### src/rtl/gpio_bank_pkg.sv
package gpio_bank_pkg;

  localparam int ADDR_W = 4;

  typedef enum logic [ADDR_W-1:0] {
    A_MODE   = 4'd0,
    A_TYPE   = 4'd1,
    A_SPEED  = 4'd2,
    A_PULL   = 4'd3,
    A_IDR    = 4'd4,
    A_ODR    = 4'd5,
    A_SETCLR = 4'd6,
    A_AFLO   = 4'd7,
    A_AFHI   = 4'd8
  } regAddr_e;

  // write strobes passed from control to datapath
  typedef struct packed {
    logic wrMode;
    logic wrType;
    logic wrSpeed;
    logic wrPull;
    logic wrOdr;
    logic wrSetClr;
    logic wrAfLo;
    logic wrAfHi;
  } regStrobe_t;

  localparam logic [1:0] MODE_IN  = 2'b00;
  localparam logic [1:0] MODE_OUT = 2'b01;
  localparam logic [1:0] MODE_ALT = 2'b10;
  localparam logic [1:0] MODE_ANA = 2'b11;

  localparam logic [1:0] PULL_UP = 2'b01;
  localparam logic [1:0] PULL_DN = 2'b10;

endpackage

### src/rtl/gpio_bank_ctrl.sv
module gpio_bank_ctrl
  import gpio_bank_pkg::*;
(
  input  logic [ADDR_W-1:0] busAddr,
  input  logic              busWrEn,
  output regStrobe_t        strobe
);

  always_comb begin
    strobe = '0;
    if (busWrEn) begin
      case (busAddr)
        A_MODE:   strobe.wrMode   = 1'b1;
        A_TYPE:   strobe.wrType   = 1'b1;
        A_SPEED:  strobe.wrSpeed  = 1'b1;
        A_PULL:   strobe.wrPull   = 1'b1;
        A_ODR:    strobe.wrOdr    = 1'b1;
        A_SETCLR: strobe.wrSetClr = 1'b1;
        A_AFLO:   strobe.wrAfLo   = 1'b1;
        A_AFHI:   strobe.wrAfHi   = 1'b1;
        default:  strobe = '0;
      endcase
    end
  end

endmodule

### src/rtl/gpio_bank_dp.sv
module gpio_bank_dp
  import gpio_bank_pkg::*;
#(
  parameter int PINS   = 16,
  parameter int AF_W   = 4,
  parameter int DATA_W = 32
) (
  input  logic                  clk,
  input  logic                  rstN,
  input  regStrobe_t            strobe,
  input  logic [ADDR_W-1:0]     rdAddr,
  input  logic [DATA_W-1:0]     wrData,
  output logic [DATA_W-1:0]     rdData,
  input  logic [PINS-1:0]       padIn,
  input  logic [(1<<AF_W)-1:0]  altOut,
  output logic [PINS-1:0]       padOe,
  output logic [PINS-1:0]       padOut,
  output logic [PINS-1:0]       padPullUp,
  output logic [PINS-1:0]       padPullDn
);

  localparam int FIELD2_W = 2 * PINS;
  localparam int AF_TOT   = AF_W * PINS;
  localparam int AF_HI_W  = AF_TOT - DATA_W;
  localparam int CLR_LSB  = DATA_W / 2;

  logic [FIELD2_W-1:0] modeQ, speedQ, pullQ;
  logic [PINS-1:0]     typeQ, odrQ, syncQ1, syncQ2, idrView;
  logic [AF_TOT-1:0]   afQ;

  // configuration and data registers
  always_ff @(posedge clk) begin
    if (!rstN) begin
      modeQ  <= '0;
      speedQ <= '0;
      pullQ  <= '0;
      typeQ  <= '0;
      odrQ   <= '0;
      afQ    <= '0;
    end else begin
      if (strobe.wrMode)  modeQ  <= wrData[FIELD2_W-1:0];
      if (strobe.wrSpeed) speedQ <= wrData[FIELD2_W-1:0];
      if (strobe.wrPull)  pullQ  <= wrData[FIELD2_W-1:0];
      if (strobe.wrType)  typeQ  <= wrData[PINS-1:0];
      if (strobe.wrAfLo)  afQ[DATA_W-1:0] <= wrData;
      if (strobe.wrAfHi)  afQ[AF_TOT-1:DATA_W] <= wrData[AF_HI_W-1:0];
      if (strobe.wrOdr)
        odrQ <= wrData[PINS-1:0];
      else if (strobe.wrSetClr)
        // clear first, then set: a set bit wins over its clear bit
        odrQ <= (odrQ & ~wrData[CLR_LSB +: PINS]) | wrData[PINS-1:0];
    end
  end

  // two-stage input synchronizer
  always_ff @(posedge clk) begin
    if (!rstN) begin
      syncQ1 <= '0;
      syncQ2 <= '0;
    end else begin
      syncQ1 <= padIn;
      syncQ2 <= syncQ1;
    end
  end

  // per-pin pad control
  for (genvar i = 0; i < PINS; i++) begin : g_pin
    logic [1:0]      pinMode;
    logic [1:0]      pinPull;
    logic [AF_W-1:0] pinSel;
    logic            srcBit, drives, isAnalog;

    always_comb begin
      pinMode  = modeQ[2*i +: 2];
      pinPull  = pullQ[2*i +: 2];
      pinSel   = afQ[AF_W*i +: AF_W];
      isAnalog = (pinMode == MODE_ANA);
      drives   = (pinMode == MODE_OUT) || (pinMode == MODE_ALT);
      srcBit   = (pinMode == MODE_ALT) ? altOut[pinSel] : odrQ[i];
      padOe[i]     = drives & (typeQ[i] ? ~srcBit : 1'b1);
      padOut[i]    = drives & ~typeQ[i] & srcBit;
      padPullUp[i] = ~isAnalog & (pinPull == PULL_UP);
      padPullDn[i] = ~isAnalog & (pinPull == PULL_DN);
      idrView[i]   = syncQ2[i] & ~isAnalog;
    end
  end

  // read multiplexer
  always_comb begin
    case (rdAddr)
      A_MODE:  rdData = DATA_W'(modeQ);
      A_TYPE:  rdData = DATA_W'(typeQ);
      A_SPEED: rdData = DATA_W'(speedQ);
      A_PULL:  rdData = DATA_W'(pullQ);
      A_IDR:   rdData = DATA_W'(idrView);
      A_ODR:   rdData = DATA_W'(odrQ);
      A_AFLO:  rdData = afQ[DATA_W-1:0];
      A_AFHI:  rdData = DATA_W'(afQ[AF_TOT-1:DATA_W]);
      default: rdData = '0;
    endcase
  end

endmodule

### src/rtl/gpio_bank.sv
module gpio_bank
  import gpio_bank_pkg::*;
#(
  parameter int PINS   = 16,
  parameter int AF_W   = 4,
  parameter int DATA_W = 32
) (
  input  logic                  clk,
  input  logic                  rstN,
  input  logic [ADDR_W-1:0]     busAddr,
  input  logic                  busWrEn,
  input  logic [DATA_W-1:0]     busWrData,
  output logic [DATA_W-1:0]     busRdData,
  input  logic [PINS-1:0]       padIn,
  input  logic [(1<<AF_W)-1:0]  altOut,
  output logic [PINS-1:0]       padOe,
  output logic [PINS-1:0]       padOut,
  output logic [PINS-1:0]       padPullUp,
  output logic [PINS-1:0]       padPullDn
);

  regStrobe_t strobe;

  gpio_bank_ctrl u_ctrl (
    .busAddr (busAddr),
    .busWrEn (busWrEn),
    .strobe  (strobe)
  );

  gpio_bank_dp #(.PINS(PINS), .AF_W(AF_W), .DATA_W(DATA_W)) u_dp (
    .clk       (clk),
    .rstN      (rstN),
    .strobe    (strobe),
    .rdAddr    (busAddr),
    .wrData    (busWrData),
    .rdData    (busRdData),
    .padIn     (padIn),
    .altOut    (altOut),
    .padOe     (padOe),
    .padOut    (padOut),
    .padPullUp (padPullUp),
    .padPullDn (padPullDn)
  );

endmodule

### config.mk
export PLATFORM = sky130hd
export DESIGN_NAME = gpio_bank
export DESIGN_NICKNAME = d
export VERILOG_FILES = /design/src/rtl/gpio_bank_pkg.sv /design/src/rtl/gpio_bank_ctrl.sv /design/src/rtl/gpio_bank_dp.sv /design/src/rtl/gpio_bank.sv
export SDC_FILE = /design/constraint.sdc
export NUM_CORES = 1
export LEC_CHECK = 0
export ABC_CLOCK_PERIOD_IN_PS = 2950
export BUFFER_PORTS_ARGS = -buffer_cell sky130_fd_sc_hd__buf_2
export CAP_MARGIN = 20
export CORE_UTILIZATION = 63
export DETAILED_ROUTE_END_ITERATION = 7
export PLACE_DENSITY = 0.88
export SYNTH_ARGS = -nofsm -noshare
export SYNTH_HDL_FRONTEND = slang
export SYNTH_SLANG_ARGS = --single-unit
export TNS_END_PERCENT = 50
### constraint.sdc
create_clock -name clk -period 2.95 [get_ports clk]
set_input_delay 0.295 -clock clk [delete_from_list [all_inputs] [get_ports clk]]
set_output_delay 0.295 -clock clk [all_outputs]
set_load 0.005 [all_outputs]
Yosys cells after proc, flatten, opt, wreduce, memory -nomap -nowiden
Cells that the tools add are included.
{"block": "totals", "ff_bits": 224, "inputBits": 71, "output_inout_bits": 96, "wordCells": 354}
{"block": "op_classes", "order_cmp": 16, "n_eq_ne": 88, "muxes": 76, "bitwise": 147, "reduce_logical": 18}
{"cell": "32-bit one-hot mux with 8 select lines", "n": 1}
{"cell": "1-bit AND", "n": 96}
{"cell": "2-bit equality test, second input constant", "n": 48}
{"cell": "4-bit by 5-bit less-than comparator with 1-bit output, second input constant", "n": 16}
{"cell": "1-bit binary-select mux with 4-bit select", "n": 16}
{"cell": "2-bit by 1-bit equality test with 1-bit output, second input constant", "n": 32}
{"cell": "1-bit 2-to-1 mux", "n": 56}
{"cell": "1-bit inverter", "n": 48}
{"cell": "16-bit 2-to-1 mux", "n": 2}
{"cell": "16-bit AND", "n": 1}
{"cell": "4-bit by 3-bit equality test with 1-bit output, second input constant", "n": 4}
{"cell": "1-bit logical OR", "n": 16}
{"cell": "16-bit inverter", "n": 1}
{"cell": "16-bit bitwise OR", "n": 1}
{"cell": "4-bit by 2-bit equality test with 1-bit output, second input constant", "n": 2}
{"cell": "8-bit 2-to-1 mux", "n": 1}
{"cell": "4-bit by 1-bit equality test with 1-bit output, second input constant", "n": 1}
{"cell": "4-bit equality test, second input constant", "n": 1}
{"cell": "4-bit zero test", "n": 1}
{"cell": "2-bit nonzero test", "n": 1}

Longest topological paths before layout
{"block": "logic_depth", "ltp_word": 6, "depth_mapped": 8, "depth_no_buf": 5}

Cells and area by module
A second synthesis with hierarchy kept.
{"block": "hier_totals", "hier_cells": 1282, "hier_area_um2": 12908.6}
{"module": "gpio_bank_dp", "n_inst": 1, "cells_each": 1268, "area_per_inst_um2": 12828.6, "seq_area_each_um2": 4484.3}
{"module": "gpio_bank_ctrl", "n_inst": 1, "cells_each": 14, "area_per_inst_um2": 80.1, "seq_area_each_um2": 0.0}

Worst setup path before layout
OpenSTA, ideal clock, no wires.
{"block": "synth_path", "kind": "input-to-output", "start": "input busAddr[1]", "end": "output busRdData[6]", "t_arrival_ns": 1.458, "required_time_ns": 2.655, "path_slack_ns": 1.197, "stages": 6, "path_buffers": 3, "path_cell_list": "buf_2 buf_4 nor4b_4 buf_2 a32oi_1 nand3_1"}
{"block": "synth_via", "elab_chain_cells": 2, "word_cells_on_any_way": 9, "cone_classes": "eq/ne: 7; mux: 1; reduce/logical: 1"}
{"element": "from (decl)", "line": "gpio_bank.sv:10", "text": "input logic [ADDR_W-1:0] busAddr,"}
{"element": "4-bit equality test (tied with other cells)", "line": "gpio_bank_dp.sv:90", "text": "case (rdAddr)"}
{"element": "32-bit one-hot mux with 8 select lines (*)", "line": "gpio_bank_dp.sv:90"}
{"element": "to (decl)", "line": "gpio_bank.sv:13", "text": "output logic [DATA_W-1:0] busRdData,"}
Mark *: on every way between the ends. The rest lies on a longest branch, timed or not.

Worst setup path after layout
{"block": "layout_path", "start": "register u_dp.afQ[33]", "end": "output padOut[8]"}
{"block": "layout_via", "elab_chain_cells": 4}
{"element": "from (decl)", "line": "gpio_bank_dp.sv:29", "text": "logic [AF_TOT-1:0] afQ;"}
{"element": "from (signal, indexed assignment)", "line": "gpio_bank_dp.sv:45", "text": "if (strobe.wrAfLo) afQ[DATA_W-1:0] <= wrData;"}
{"element": "from (signal, indexed assignment)", "line": "gpio_bank_dp.sv:46", "text": "if (strobe.wrAfHi) afQ[AF_TOT-1:DATA_W] <= wrData[AF_HI_W-1:0];"}
{"element": "1-bit binary-select mux with 4-bit select", "line": "gpio_bank_dp.sv:79", "text": "srcBit = (pinMode == MODE_ALT) ? altOut[pinSel] : odrQ[i];"}
{"element": "1-bit 2-to-1 mux (not written as such)", "line": "gpio_bank_dp.sv:79"}
{"element": "1-bit 2-to-1 mux", "line": "gpio_bank_dp.sv:79"}
{"element": "1-bit AND", "line": "gpio_bank_dp.sv:81", "text": "padOut[i] = drives & ~typeQ[i] & srcBit;"}
{"element": "to (decl)", "line": "gpio_bank.sv:17", "text": "output logic [PINS-1:0] padOut,"}
Every way passes these cells. The select of a mux whose other input is x is not followed.

==> impl_metrics.env <==
export IMPL_status="finished, violations left"
export IMPL_violations="design-rule violations"
export IMPL_numPortBuffers=166
export IMPL_fill_cells=1385
export IMPL_cts_sinks=224
export IMPL_yosys_warnings=0
export IMPL_root_buffer="clkbuf_16"
export IMPL_hold_class="input port to flop"
export IMPL_seq_area_frac_synth_pct=34.8
export IMPL_synth_cells=1481
export IMPL_setup_viol=0
export IMPL_die_x_um=145
export IMPL_reg2reg_from="u_dp.afQ[49]"
export IMPL_p_per_area_mw_per_mm2=491
export IMPL_switching_share_pct=24.5
export IMPL_antenna_cells=0
export IMPL_drc_errors=6
export IMPL_startpoint="u_dp.afQ[33]"
export IMPL_drt_first_iter_violations=2230
export IMPL_fmax_mhz=351
export IMPL_drive_gt1_share_pct=17.8
export IMPL_cellLeakagePower_nw=5.44
export IMPL_antenna_found_initial=1
export IMPL_p_sw_mw=1.78
export IMPL_place_gp_congestion=1.03
export IMPL_required_ns=2.65
export IMPL_cts_max_level=1
export IMPL_cts_made_buffers=24
export IMPL_syn_area_per_cell_um2=8.70
export IMPL_first_global_vias=12500
export IMPL_clkTransAtPathRegs_ns=0.07
export IMPL_vias=13100
export IMPL_crit_path_start_kind="flop"
export IMPL_regArea_mm2=0.00449
export IMPL_synth_cell_type_count=36
export IMPL_relSlewSlack_pct=50.3
export IMPL_floorplan_initialDensity_pct=65.1
export IMPL_grt_ovfl_total=0
export IMPL_place_hpwl_um=31400
export IMPL_hold_violations=0
export IMPL_min_from="busWrData[22]"
export IMPL_crit_arrival_ns=2.55
export IMPL_critPathMaxStageDelay_ns=0.72
export IMPL_crit_path_cell_trace="mux2i_1 > mux4_2 > a31oi_1 > and3_1 > buf_2"
export IMPL_wire_per_inst_um=25.4
export IMPL_irDropWorstVdd_v=0.000450
export IMPL_slew_violations=0
export IMPL_io_pins=167
export IMPL_cts_tree="done"
export IMPL_fin_nets=1699
export IMPL_fin_skew_ns=0.00446
export IMPL_hold_ws_ns=0.0812
export IMPL_dieHeight_um=145
export IMPL_cap_viol_max_count=0
export IMPL_rrSetupSlack_ns=1.83
export IMPL_die_area_mm2=0.0210
export IMPL_num_rows=51
export IMPL_fin_ws_ns=0.101
export IMPL_ant_nets=0
export IMPL_dr_pass1_iters=8
export IMPL_clockPowerShare_pct=47.4
export IMPL_fin_crit_sh_pct=96.6
export IMPL_area_growth_pct=14.7
export IMPL_seqPwrFrac_pct=43.4
export IMPL_grt_pass1_wl_um=72400
export IMPL_timing_worst_setup_path_type="flop to output port"
export IMPL_synth_nets=1584
export IMPL_crit_slowest_cell="dfxtp_1"
export IMPL_synth_seq_cells=224
export IMPL_place_area_mm2=0.0137
export IMPL_post_route_min_period_ns=2.85
export IMPL_setup_tns_ns=0
export IMPL_pwr_share_comb_pct=9.2
export IMPL_vias_per_cell=6.96
export IMPL_pre_cts_slack_ns=0.704
export IMPL_cp_max_fo=10
export IMPL_gr_usage_all_layers_pct=44.5
export IMPL_end_kind="output port"
export IMPL_multi_input_area_mm2=0.00761
export IMPL_core_area_mm2=0.0198
export IMPL_worstMarginPinSlew_ns=0.744
export IMPL_stdcell_area_mm2=0.0148
export IMPL_worstSkewPairLatency_ns=0.52
export IMPL_cts_path_max_buffers=3
export IMPL_grt_setup_unrepaired="no"
export IMPL_grt_max_degree=113
export IMPL_totalWireLength_um=47600
export IMPL_intPower_mw=5.47
export IMPL_syn_area_mm2=0.0129
[cell type report]
cell class / instances / area share (%)
flip-flops and latches: 224 / 30.4
well taps: 265 / 2.24
repair buffers: 216 / 8.71
clock buffers: 32 / 4.82
inverters: 39 / 0.991
clock inverters: 12 / 1.30
multi-input cells: 1091 / 51.6
[routing by layer]
layer	GRT usage [%]	share of wire (%)
met4	26.5	7.1
met1	55.1	34
met5	0	0.027
met2	67.1	42
met3	15.0	17
[cells by family after synthesis]
| logic type | after synthesis | synth area share [%] |
|---|---|---|
| AO/OA/AOI/OAI | 322 | 19.5 |
| adder cells (fa/ha/maj) | 32 | 3.11 |
| buffers and inverters | 166 | 6.19 |
| flip-flops | 224 | 34.8 |
| multiplexers | 161 | 15.6 |
| AND/OR/NAND/NOR | 576 | 20.7 |
[stage by stage]
step	power (mW)	instances	util [%]
finish	7.25	1879	74.7
global route	7.39	1879	74.7
CTS	7.20	1879	74.7
detailed placement	3.82	1819	69.3
global placement	3.80	1819	69.3
floorplan	3.55	1481	-
[cells in the mapped netlist]
cell | number | area (um^2)
nor2_1 | 34 | 128
o21a_2 | 1 | 8.76
and3_1 | 16 | 100
nor3b_1 | 33 | 248
buf_2 | 51 | 255
buf_4 | 23 | 173
and2_1 | 37 | 231
mux4_2 | 32 | 721
a221oi_1 | 1 | 8.76
a21boi_1 | 118 | 886
nor2b_1 | 25 | 156
and3b_1 | 1 | 8.76
a22o_1 | 15 | 131
a222oi_1 | 31 | 310
a32oi_1 | 31 | 272
and2_0 | 1 | 6.26
buf_6 | 3 | 33.8
nor4b_4 | 4 | 95.1
mux2i_1 | 129 | 1290
o211ai_1 | 2 | 15.0
clkbuf_2 | 1 | 5.00
nand3b_1 | 7 | 52.6
nand2_1 | 374 | 1400
a31oi_1 | 32 | 200
inv_1 | 39 | 146
a22oi_1 | 33 | 248
dfxtp_1 | 224 | 4480
ha_1 | 32 | 400
nor3_1 | 1 | 5.00
a21boi_0 | 58 | 435
nand3_2 | 1 | 10.0
clkbuf_1 | 49 | 184
nand2_2 | 1 | 6.26
nand3_1 | 39 | 195
nor4_2 | 1 | 12.5
and4bb_2 | 1 | 12.5
[registers in the layout (all words and copies together), names as in the netlist]
register,count
u_dp.typeQ,16
u_dp.pullQ,32
u_dp.odrQ,16
u_dp.syncQ2,16
u_dp.speedQ,32
u_dp.syncQ1,16
u_dp.afQ,64
u_dp.modeQ,32
[path summary, 6_finish.rpt]
| check | end | cells past startpoint |
|---|---|---|
| worst max-delay path | padOut[8] | 5 |
| worst min-delay path | u_dp.modeQ[22] | 3 |
| worst max register to register | u_dp.afQ[49] | 2 |
| worst min register to register | u_dp.syncQ2[12] | 1 |
[critical path, delay by kind of cell (launching register included)]
kind                   cells  cell delay (ns)
DFF                        1             0.72
muxes                      2             0.70
and+or+nand+nor            1             0.24
buffers and inverters      1             0.13
AOI/OAI and AO/OA          1             0.24
[power groups by stage]
stage	combinational [mW]	sequential, mW	clock [mW]
6_report	0.670	3.15	3.43
5_1_grt	0.693	3.15	3.55
4_1_cts	0.634	3.14	3.42
3_5_place_dp	0.612	3.21	0
3_3_place_gp	0.596	3.20	0
2_1_floorplan	0.378	3.17	0
[placed cells by master, fill, tap and decap left out, drive strengths merged, types with 15 or more instances in the layout]
| master | n |
|---|---|
| a21boi | 176 |
| a222oi | 31 |
| a22o | 15 |
| a22oi | 33 |
| a31oi | 32 |
| a32oi | 31 |
| and2 | 38 |
| and3 | 16 |
| buf | 200 |
| clkbuf | 32 |
| dfxtp | 224 |
| dlygate4sd3 | 16 |
| ha | 32 |
| inv | 39 |
| mux2i | 129 |
| mux4 | 32 |
| nand2 | 375 |
| nand3 | 40 |
| nor2 | 34 |
| nor2b | 25 |
| nor3b | 33 |
[repair_timing]
action / CTS / global route
endpoints found under the hold margin: 16 / 0
hold buffers: 16 / 0
gates resized for setup: 0 / 1
endpoints found under the setup margin: 0 / 1
buffers inserted: 0 / 0
Power figures use the tool's default switching activity.
